<file path="src/rtl/snap_counter_pkg.sv">
package snap_counter_pkg;
    typedef enum logic {
        LD_WAIT_LO = 1'b0,
        LD_WAIT_HI = 1'b1
    } ld_state_e;

    typedef enum logic [1:0] {
        RD_LIVE_LO = 2'b00,
        RD_LIVE_HI = 2'b01,
        RD_HELD_LO = 2'b10,
        RD_HELD_HI = 2'b11
    } rd_state_e;
endpackage

</file>
<file path="src/rtl/snap_preset_loader.sv">
module snap_preset_loader
    import snap_counter_pkg::*;
#(
    parameter int CNT_W = 16
) (
    input  logic                 clk,
    input  logic                 rst_n,
    input  logic                 data_wr,
    input  logic                 ctrl_wr,
    input  logic [CNT_W/2-1:0]   wr_byte,
    input  logic                 take,
    output logic [CNT_W-1:0]     preset,
    output logic                 load_pend
);
    localparam int BYTE_W = CNT_W / 2;

    ld_state_e           state_q, state_d;
    logic [BYTE_W-1:0]   lo_q;
    logic [CNT_W-1:0]    preset_q;
    logic                pend_q;

    always_comb begin
        state_d = state_q;
        unique case (state_q)
            LD_WAIT_LO: if (ctrl_wr) state_d = LD_WAIT_LO;
                        else if (data_wr) state_d = LD_WAIT_HI;
            LD_WAIT_HI: if (ctrl_wr || data_wr) state_d = LD_WAIT_LO;
        endcase
    end

    always_ff @(posedge clk or negedge rst_n) begin
        if (!rst_n) state_q <= LD_WAIT_LO;
        else        state_q <= state_d;
    end

    always_ff @(posedge clk or negedge rst_n) begin
        if (!rst_n) begin
            lo_q     <= '0;
            preset_q <= '0;
            pend_q   <= 1'b0;
        end else begin
            if (data_wr && state_q == LD_WAIT_LO) lo_q <= wr_byte;
            if (data_wr && state_q == LD_WAIT_HI) begin
                preset_q <= {wr_byte, lo_q};
                pend_q   <= 1'b1;
            end else if (take) begin
                pend_q   <= 1'b0;
            end
        end
    end

    assign preset    = preset_q;
    assign load_pend = pend_q;


    pend_hold_chk: assert property (@(posedge clk) disable iff (!rst_n)
        (pend_q && !take) |=> pend_q);
endmodule

</file>
<file path="src/rtl/snap_count_core.sv">
module snap_count_core #(
    parameter int CNT_W = 16
) (
    input  logic              clk,
    input  logic              rst_n,
    input  logic              cnt_en,
    input  logic              load_pend,
    input  logic [CNT_W-1:0]  preset,
    output logic              take,
    output logic [CNT_W-1:0]  count,
    output logic              out_pin
);
    localparam logic [CNT_W-1:0] ONE = CNT_W'(1);

    logic [CNT_W-1:0] count_q;
    logic             armed_q;
    logic             out_q;
    logic             terminal;

    assign take     = cnt_en && load_pend;
    assign terminal = cnt_en && !load_pend && armed_q && (count_q == ONE);

    always_ff @(posedge clk or negedge rst_n) begin
        if (!rst_n) begin
            count_q <= '0;
            armed_q <= 1'b0;
            out_q   <= 1'b1;
        end else begin
            out_q <= !terminal;
            if (take) begin
                count_q <= preset;
                armed_q <= 1'b1;
            end else if (cnt_en && armed_q) begin
                if (count_q == ONE) count_q <= preset;
                else                count_q <= count_q - ONE;
            end
        end
    end

    assign count   = count_q;
    assign out_pin = out_q;


    count_step_chk: assert property (@(posedge clk) disable iff (!rst_n)
        (cnt_en && !load_pend && armed_q && count_q != ONE) |=> (count_q == $past(count_q) - ONE));


    count_hold_chk: assert property (@(posedge clk) disable iff (!rst_n)
        !cnt_en |=> $stable(count_q));


    out_pulse_chk: assert property (@(posedge clk) disable iff (!rst_n)
        $fell(out_q) |-> ($past(count_q) == ONE));
endmodule

</file>
<file path="src/rtl/snap_readout.sv">
module snap_readout
    import snap_counter_pkg::*;
#(
    parameter int CNT_W = 16
) (
    input  logic                clk,
    input  logic                rst_n,
    input  logic [CNT_W-1:0]    count,
    input  logic [CNT_W/2-1:0]  status_now,
    input  logic                latch_cnt,
    input  logic                latch_st,
    input  logic                rd_fire,
    output logic [CNT_W/2-1:0]  rd_byte
);
    localparam int BYTE_W = CNT_W / 2;

    rd_state_e          state_q, state_d;
    logic [CNT_W-1:0]   ol_q;
    logic [BYTE_W-1:0]  st_q;
    logic               st_pend_q;
    logic               held;
    logic               live;
    logic [CNT_W-1:0]   view;

    assign held = (state_q == RD_HELD_LO) || (state_q == RD_HELD_HI);
    assign live = !held;

    always_comb begin
        state_d = state_q;
        if (rd_fire && !st_pend_q) begin
            unique case (state_q)
                RD_LIVE_LO: state_d = RD_LIVE_HI;
                RD_LIVE_HI: state_d = RD_LIVE_LO;
                RD_HELD_LO: state_d = RD_HELD_HI;
                RD_HELD_HI: state_d = RD_LIVE_LO;
            endcase
        end else if (latch_cnt && live) begin
            state_d = RD_HELD_LO;
        end
    end

    always_ff @(posedge clk or negedge rst_n) begin
        if (!rst_n) state_q <= RD_LIVE_LO;
        else        state_q <= state_d;
    end

    always_ff @(posedge clk or negedge rst_n) begin
        if (!rst_n) begin
            ol_q      <= '0;
            st_q      <= '0;
            st_pend_q <= 1'b0;
        end else begin
            if (latch_cnt && live) ol_q <= count;
            if (latch_st && !st_pend_q) begin
                st_q      <= status_now;
                st_pend_q <= 1'b1;
            end else if (rd_fire && st_pend_q) begin
                st_pend_q <= 1'b0;
            end
        end
    end

    assign view = held ? ol_q : count;

    always_comb begin
        if (st_pend_q)                                          rd_byte = st_q;
        else if (state_q == RD_LIVE_HI || state_q == RD_HELD_HI) rd_byte = view[CNT_W-1:BYTE_W];
        else                                                    rd_byte = view[BYTE_W-1:0];
    end


    hold_stable_chk: assert property (@(posedge clk) disable iff (!rst_n)
        held |=> $stable(ol_q));


    status_hold_chk: assert property (@(posedge clk) disable iff (!rst_n)
        (st_pend_q && !rd_fire) |=> (st_pend_q && $stable(st_q)));
endmodule

</file>
<file path="src/rtl/snap_down_counter.sv">
module snap_down_counter #(
    parameter int CNT_W = 16
) (
    input  logic                 clk,
    input  logic                 rst_n,
    input  logic                 cnt_en,
    input  logic                 wr_en,
    input  logic                 rd_en,
    input  logic                 addr,
    input  logic [CNT_W/2-1:0]   wr_data,
    output logic [CNT_W/2-1:0]   rd_data,
    output logic                 out_pin
);
    localparam int BYTE_W = CNT_W / 2;
    localparam int CTRL_W = BYTE_W - 2;

    logic               data_wr, cmd_wr, ctrl_wr, latch_cnt, latch_st, rd_fire;
    logic [CTRL_W-1:0]  ctrl_q;
    logic [CNT_W-1:0]   preset, count;
    logic               load_pend, take, out_w;
    logic [BYTE_W-1:0]  status_now;

    assign data_wr   = wr_en && !addr;
    assign cmd_wr    = wr_en && addr;
    assign ctrl_wr   = cmd_wr && wr_data[BYTE_W-1];
    assign latch_cnt = cmd_wr && !wr_data[BYTE_W-1] && wr_data[0];
    assign latch_st  = cmd_wr && !wr_data[BYTE_W-1] && wr_data[1];
    assign rd_fire   = rd_en && !addr;

    always_ff @(posedge clk or negedge rst_n) begin
        if (!rst_n)       ctrl_q <= '0;
        else if (ctrl_wr) ctrl_q <= wr_data[CTRL_W-1:0];
    end

    assign status_now = {out_w, load_pend, ctrl_q};

    snap_preset_loader #(.CNT_W(CNT_W)) u_loader (
        .clk(clk), .rst_n(rst_n), .data_wr(data_wr), .ctrl_wr(ctrl_wr),
        .wr_byte(wr_data), .take(take), .preset(preset), .load_pend(load_pend)
    );

    snap_count_core #(.CNT_W(CNT_W)) u_core (
        .clk(clk), .rst_n(rst_n), .cnt_en(cnt_en), .load_pend(load_pend),
        .preset(preset), .take(take), .count(count), .out_pin(out_w)
    );

    snap_readout #(.CNT_W(CNT_W)) u_readout (
        .clk(clk), .rst_n(rst_n), .count(count), .status_now(status_now),
        .latch_cnt(latch_cnt), .latch_st(latch_st), .rd_fire(rd_fire),
        .rd_byte(rd_data)
    );

    assign out_pin = out_w;


    ctrl_store_chk: assert property (@(posedge clk) disable iff (!rst_n)
        ctrl_wr |=> (ctrl_q == $past(wr_data[CTRL_W-1:0])));
endmodule

</file>
<file path="config.mk">
export PLATFORM = sky130hd
export DESIGN_NAME = snap_down_counter
export DESIGN_NICKNAME = d
export VERILOG_FILES = /design/src/rtl/snap_counter_pkg.sv /design/src/rtl/snap_preset_loader.sv /design/src/rtl/snap_count_core.sv /design/src/rtl/snap_readout.sv /design/src/rtl/snap_down_counter.sv
export SDC_FILE = /design/constraint.sdc
export NUM_CORES = 1
export LEC_CHECK = 0
export BUFFER_PORTS_ARGS = -buffer_cell sky130_fd_sc_hd__buf_2
export CORE_UTILIZATION = 40
export DETAILED_ROUTE_END_ITERATION = 7
export SYNTH_ARGS = -nofsm -noshare
export SYNTH_HDL_FRONTEND = slang
export SYNTH_HIERARCHICAL = 1
export SYNTH_SLANG_ARGS = --single-unit
</file>
<file path="constraint.sdc">
create_clock -name clk -period 2.83 [get_ports clk]
set_input_delay 0.4245 -clock clk [delete_from_list [all_inputs] [get_ports clk]]
set_output_delay 0.4245 -clock clk [all_outputs]
set_load 0.02 [all_outputs]
</file>
# [After elaboration in Yosys (flattened, before gate mapping)]
# Index checks and enable logic that the tools add are counted.
# W data, S select, Z words.
[totals] input_bits=14 ff_bits=77 out_inout_bits=9
[classes] add_sub_neg=1 eq_ne=4 n_mux=17 bitwise=1 n_reduce_logical=33
[ops] operator="$mux W16" n=4
[ops] operator="$logic_and A1 B1 Y1" n=18
[ops] operator="$eq A16 B1 Y1 const B" n=1
[ops] operator="$mux W8" n=2
[ops] operator="$sub A16 B1 Y16 const B" n=1
[ops] operator="$reduce_bool A2 Y1" n=4
[ops] operator="$mux W1" n=7
[ops] operator="$logic_not A1 Y1" n=6
[ops] operator="$pmux W2 S3" n=1
[ops] operator="$eq A2 B2 Y1 const B" n=2
[ops] operator="$mux W2" n=2
[ops] operator="$logic_or A1 B1 Y1" n=3
[ops] operator="$eq A2 B1 Y1 const B" n=1
[ops] operator="$logic_not A2 Y1" n=1
[ops] operator="$pmux W1 S2" n=1
[ops] operator="$reduce_or A2 Y1" n=1
[ops] operator="$not A1 Y1" n=1

# [Logic depth before layout (Yosys ltp)]
[depth] depth_word=6 depth_mapped=9

# [Cells and area by module]
# The synthesis kept the hierarchy.
[by_module_without_submodules] mod="snap_readout" cells_per_inst=100 area_each_um2=1398.8 n_inst=1 seq_area_each_um2=675.6
[by_module_without_submodules] mod="snap_count_core" cells_per_inst=135 area_each_um2=1208.7 n_inst=1 seq_area_each_um2=451.7
[by_module_without_submodules] mod="snap_preset_loader" cells_per_inst=58 area_each_um2=1044.8 n_inst=1 seq_area_each_um2=650.6
[by_module_without_submodules] mod="snap_down_counter" cells_per_inst=19 area_each_um2=275.3 n_inst=1 seq_area_each_um2=150.1

# [Least setup slack after synthesis]
# OpenSTA, ideal clock, no wires.
[synth_path] path_type="register -> register" startpoint="register u_core.count_q[0] (netlist: u_core/count[0])" endpoint="register u_core.count_q[8] (netlist: u_core/count[8])" stages_incl_launch_ff=8 path_slack_ns=0.860 setup_time_ns=0.129 n_path_buf=0 arrival_time_ns=1.841 synth_period_minus_slack_ns=1.970 cell_sequence="dfrtp_1 > inv_1 > ha_1 > or3b_2 > or2_2 > o21a_1 > o21ai_0 > nand3_1"
[synth_between] elab_chain_cells=4
[synth_lines] element="start: declaration" line="snap_count_core.sv:15" text="logic [CNT_W-1:0] count_q;"
[synth_lines] element="start signal: assignment" line="snap_count_core.sv:31" text="count_q <= preset;"
[synth_lines] element="start signal: assignment" line="snap_count_core.sv:34" text="if (count_q == ONE) count_q <= preset;"
[synth_lines] element="start signal: assignment" line="snap_count_core.sv:35" text="else count_q <= count_q - ONE;"
[synth_lines] element="$sub A16 B1 Y16 / $eq A16 B1 Y1 (equally long branches)" line="snap_count_core.sv:35, snap_count_core.sv:34"
[synth_lines] element="$mux W16 *" line="snap_count_core.sv:34"
[synth_lines] element="$mux W16 *" line="snap_count_core.sv:33" text="end else if (cnt_en && armed_q) begin"
[synth_lines] element="$mux W16 *" line="snap_count_core.sv:30" text="if (take) begin"
# Mark *: on every way between the ends. The rest lies on a longest branch, timed or not. The select of a mux whose other input is x is not followed.
# A chain may end at the register's enable or synchronous reset.

# [Worst setup path after layout]
[layout_path] startpoint="register u_readout.state_q[1]" endpoint="output port rd_data[0]"
[layout_between] elab_chain_cells=5
[layout_lines] element="start: declaration" line="snap_readout.sv:17" text="rd_state_e state_q, state_d;"
[layout_lines] element="start signal: assignment" line="snap_readout.sv:44" text="else state_q <= state_d;"
[layout_lines] element="$eq A2 B2 Y1 (on tied branches)" line="snap_readout.sv:25, snap_readout.sv:67"
[layout_lines] element="$logic_or A1 B1 Y1" line="snap_readout.sv:25" text="assign held = (state_q == RD_HELD_LO) || (state_q == RD_HELD_HI);"
[layout_lines] element="$mux W16" line="snap_readout.sv:63" text="assign view = held ? ol_q : count;"
[layout_lines] element="$mux W8 *" line="snap_readout.sv:67" text="else if (state_q == RD_LIVE_HI || state_q == RD_HELD_HI) rd_byte = view[CNT_W-1:BYTE_W];"
[layout_lines] element="$mux W8 *" line="snap_readout.sv:66" text="if (st_pend_q) rd_byte = st_q;"
[layout_lines] element="end: declaration" line="snap_down_counter.sv:11" text="output logic [CNT_W/2-1:0] rd_data,"
# Mark *: on every way between the ends. The rest lies on a longest branch, timed or not.

==> results.json <==
{
  "num-nets-final": 351,
  "grt_pass1_wl_um": 13400,
  "async_flop_share_pct": 100,
  "routed_wirelength_um": 8240,
  "r2r_start": "u_core/count[1]",
  "synthMuxAreaShare_pct": 22.6,
  "drive_gt1_share_pct": 37.6,
  "synth_enable_flop_cells": 0,
  "p_seq_share_pct": 48.4,
  "synth_commonest_cells": "dfrtp_1, mux2_2, mux2_4, nand2_1",
  "ctsResizeCount": 0,
  "leakage_nw": 1.88,
  "cap_violations": 0,
  "worstRegToRegCells": 8,
  "clock-sinks": 77,
  "clockBufferDepth": 2,
  "htree_num_levels": 3,
  "yosysMostFrequentCell": "dfrtp_1",
  "hold_ws_ns": 0.227,
  "peakVddDrop_v": 0.000544,
  "relSlewSlack_pct": 36.2,
  "path_class": "register to output port",
  "route.detailed.drc": 0,
  "synth_fa_ha_area_share_pct": 0.637,
  "switching_share_pct": 36.1,
  "r2r-end": "u_core/count[11]",
  "cp_cell_sequence": "buf_4 > mux2i_1 > nand2_1 > o221a_2 > buf_2",
  "outcome": "finished, final reports clean",
  "io_buffers": 22,
  "via_per_inst": 5.39,
  "rsz0062_at_grt": "false",
  "drtAntennaViolNets": 0,
  "r2r_setup_slack_ns": 0.57,
  "cts_buffers": 9,
  "vias": 2529,
  "worstPathArrival_ns": 1.98,
  "synth-xor-area-share_pct": 0,
  "p_comb_share_pct": 33.6,
  "syn_inst": 312,
  "yosysSeqAreaShare_pct": 49.1,
  "synth_top_family_by_area": "multiplexers",
  "cts_tree": "built",
  "core-area_um2": 9370,
  "internal-power_w": 0.00266,
  "p_sw_w": 0.00150,
  "start_util_pct": 41.9,
  "grtUsageTotal_pct": 17.8,
  "fin_cells": 469,
  "crit_fanout": 16,
  "hold_viol": 0,
  "synth-main-ff-cell": "dfrtp_1",
  "die_w_um": 101,
  "yosys.area.top_type": "dfrtp_1",
  "critical_path.slowest_cell": "dfrtp_1",
  "avgRoutedWirePerCell_um": 17.6,
  "io_pins": 23,
  "diodes": 0,
  "drt-initial-drc-count": 214,
  "synth-simple-area-share_pct": 14.2,
  "setup_viol": 0,
  "worst_pin_slew_ns": 0.958,
  "synth_nets": 328,
  "post-cts-setup-buffer-count": 0,
  "period_minus_slack_ns": 2.40,
  "grt_max_degree": 78,
  "fillers": 895,
  "row_count": 35,
  "timing.setup.tns_ns": 0,
  "overflow": 0,
  "hold_path.class": "primary input to async pin",
  "cts_root_buffer": "clkbuf_8",
  "cpPeakStageDelay_ns": 0.77,
  "die_h_um": 101,
  "ys.warnings.count": 6,
  "worstPathRequired_ns": 2.41,
  "ctsHoldBuffers": 0,
  "syn_to_final_growth_pct": 9.21,
  "period_share_pct": 84.8,
  "fmaxAchievable_mhz": 417,
  "endpoint_kind": "output port",
  "synthTopCellsByArea": "dfrtp_1, mux2_2, mux2_4, nand2_1, mux2i_1",
  "grt_pass1_vias": 2446,
  "clkTransAtPathRegs_ns": 0.08,
  "synth_cell_type_count": 54,
  "synth_compound_area_share_pct": 8.98,
  "slew_viol_final": 0,
  "clock_power_share_pct": 18.0,
  "powerDensity_nw_per_um2": 969,
  "antenna_found_initial": 0,
  "dr.pass1.iters": 4,
  "final_core_util_pct": 45.8,
  "synth_seq_cells": 77,
  "synth_area_um2": 3930,
  "hpwl_um": 5800,
  "power.total_w": 0.00416,
  "gp_congestion": 0.803,
  "die_area_um2": 10200,
  "placedCellCount": 453,
  "syn_avg_cell_area_um2": 12.6,
  "seqCellArea_um2": 1930,
  "fin_skew_ns": 0.00852,
  "synth_top_area_share_pct": 48.4,
  "cp-start-kind": "register",
  "multi_input_area_um2": 1820,
  "clk_latency_ns": 0.34
}
-- worst max path at each step --
stage / start / end / slack (ns) / cells after the start
2_1_floorplan: u_core/count[0] / u_core/count[8] / 0.86 / 7
6_report: u_readout/state_q[1] / rd_data[0] / 0.43 / 5
5_1_grt: u_readout/state_q[1] / rd_data[1] / 0.31 / 5
4_1_cts: u_readout/state_q[1] / rd_data[0] / 0.40 / 5
3_3_place_gp: u_core/count[11] / u_core/count[11] / 0.70 / 6
3_5_place_dp: u_core/count[1] / u_core/count[11] / 0.61 / 8
-- sequential cells by signal, indices dropped and copies added (netlist names) --
name	cells
u_loader/preset	16
u_core/out_pin	1
u_readout/ol_q	16
u_loader/state_q	1
u_core/count	16
u_readout/st_q	8
ctrl_q	6
u_loader/lo_q	8
u_loader/load_pend	1
u_core/armed_q	1
u_readout/st_pend_q	1
u_readout/state_q	2
-- layout make-up --
class | count | share of cell area [%]
multi-input combinational | 208 | 42.5
tap | 129 | 3.76
sequential | 77 | 45.0
timing repair buffer | 29 | 3.85
clock buffer | 11 | 3.30
inverter | 10 | 0.875
clock inverter | 5 | 0.788
-- logic make-up (layout without fill, tap and decap cells) --
logic type,after synthesis,count (layout)
and+or+nand+nor,88,88
AOI/OAI and AO/OA,47,47
buffers and inverters,27,55
muxes,71,71
adders and majority gates,2,2
DFF,77,77
-- power by group through the flow --
stage | registers [W] | clock network (W) | logic [W]
floorplan | 0.00182 | 0 | 0.00118
global placement | 0.00202 | 0 | 0.00138
detailed placement | 0.00203 | 0 | 0.00140
CTS | 0.00201 | 0.000768 | 0.00140
global route | 0.00207 | 0.000814 | 0.00153
finish | 0.00201 | 0.000747 | 0.00140
-- layout by cell type (no fill, tap or decap), types with 3 or more instances in the layout --
| cell type | synthesis | final |
|---|---|---|
| nand2_1 | 26 | 26 |
| or3_1 | 5 | 5 |
| clkbuf_8 | 0 | 10 |
| nor2_1 | 3 | 3 |
| dfrtp_1 | 76 | 76 |
| mux2_4 | 26 | 26 |
| nand2b_1 | 4 | 4 |
| a21oi_1 | 8 | 8 |
| nand3_1 | 11 | 11 |
| o21ai_0 | 11 | 10 |
| nor4_1 | 9 | 9 |
| o221a_2 | 8 | 8 |
| nand4_1 | 3 | 3 |
| buf_4 | 1 | 8 |
| mux2i_1 | 9 | 9 |
| mux2_2 | 36 | 36 |
| buf_2 | 3 | 21 |
| inv_1 | 10 | 10 |
| a311o_1 | 5 | 5 |
-- critical path: cells and delay by family (launching register included) --
kind / cells / cell delay [ns]
buffers and inverters: 2 / 0.39
AO/OA/AOI/OAI: 1 / 0.14
flip-flops: 1 / 0.77
multiplexers: 1 / 0.25
AND/OR/NAND/NOR: 1 / 0.08
-- per-stage QoR --
stage	worst slack, ns	cell area [um^2]
2_1_floorplan	0.860	3930
3_3_place_gp	0.700	4110
3_5_place_dp	0.606	4110
4_1_cts	0.400	4290
5_1_grt	0.306	4290
6_report	0.430	4290
-- routing by layer --
metal / track usage, % / part of all wire, %
met5: 0 / 0
met4: 7.13 / 1.3
met3: 2.50 / 2.3
met2: 27.6 / 47
met1: 25.1 / 49
Power figures use the tool's default switching activity.
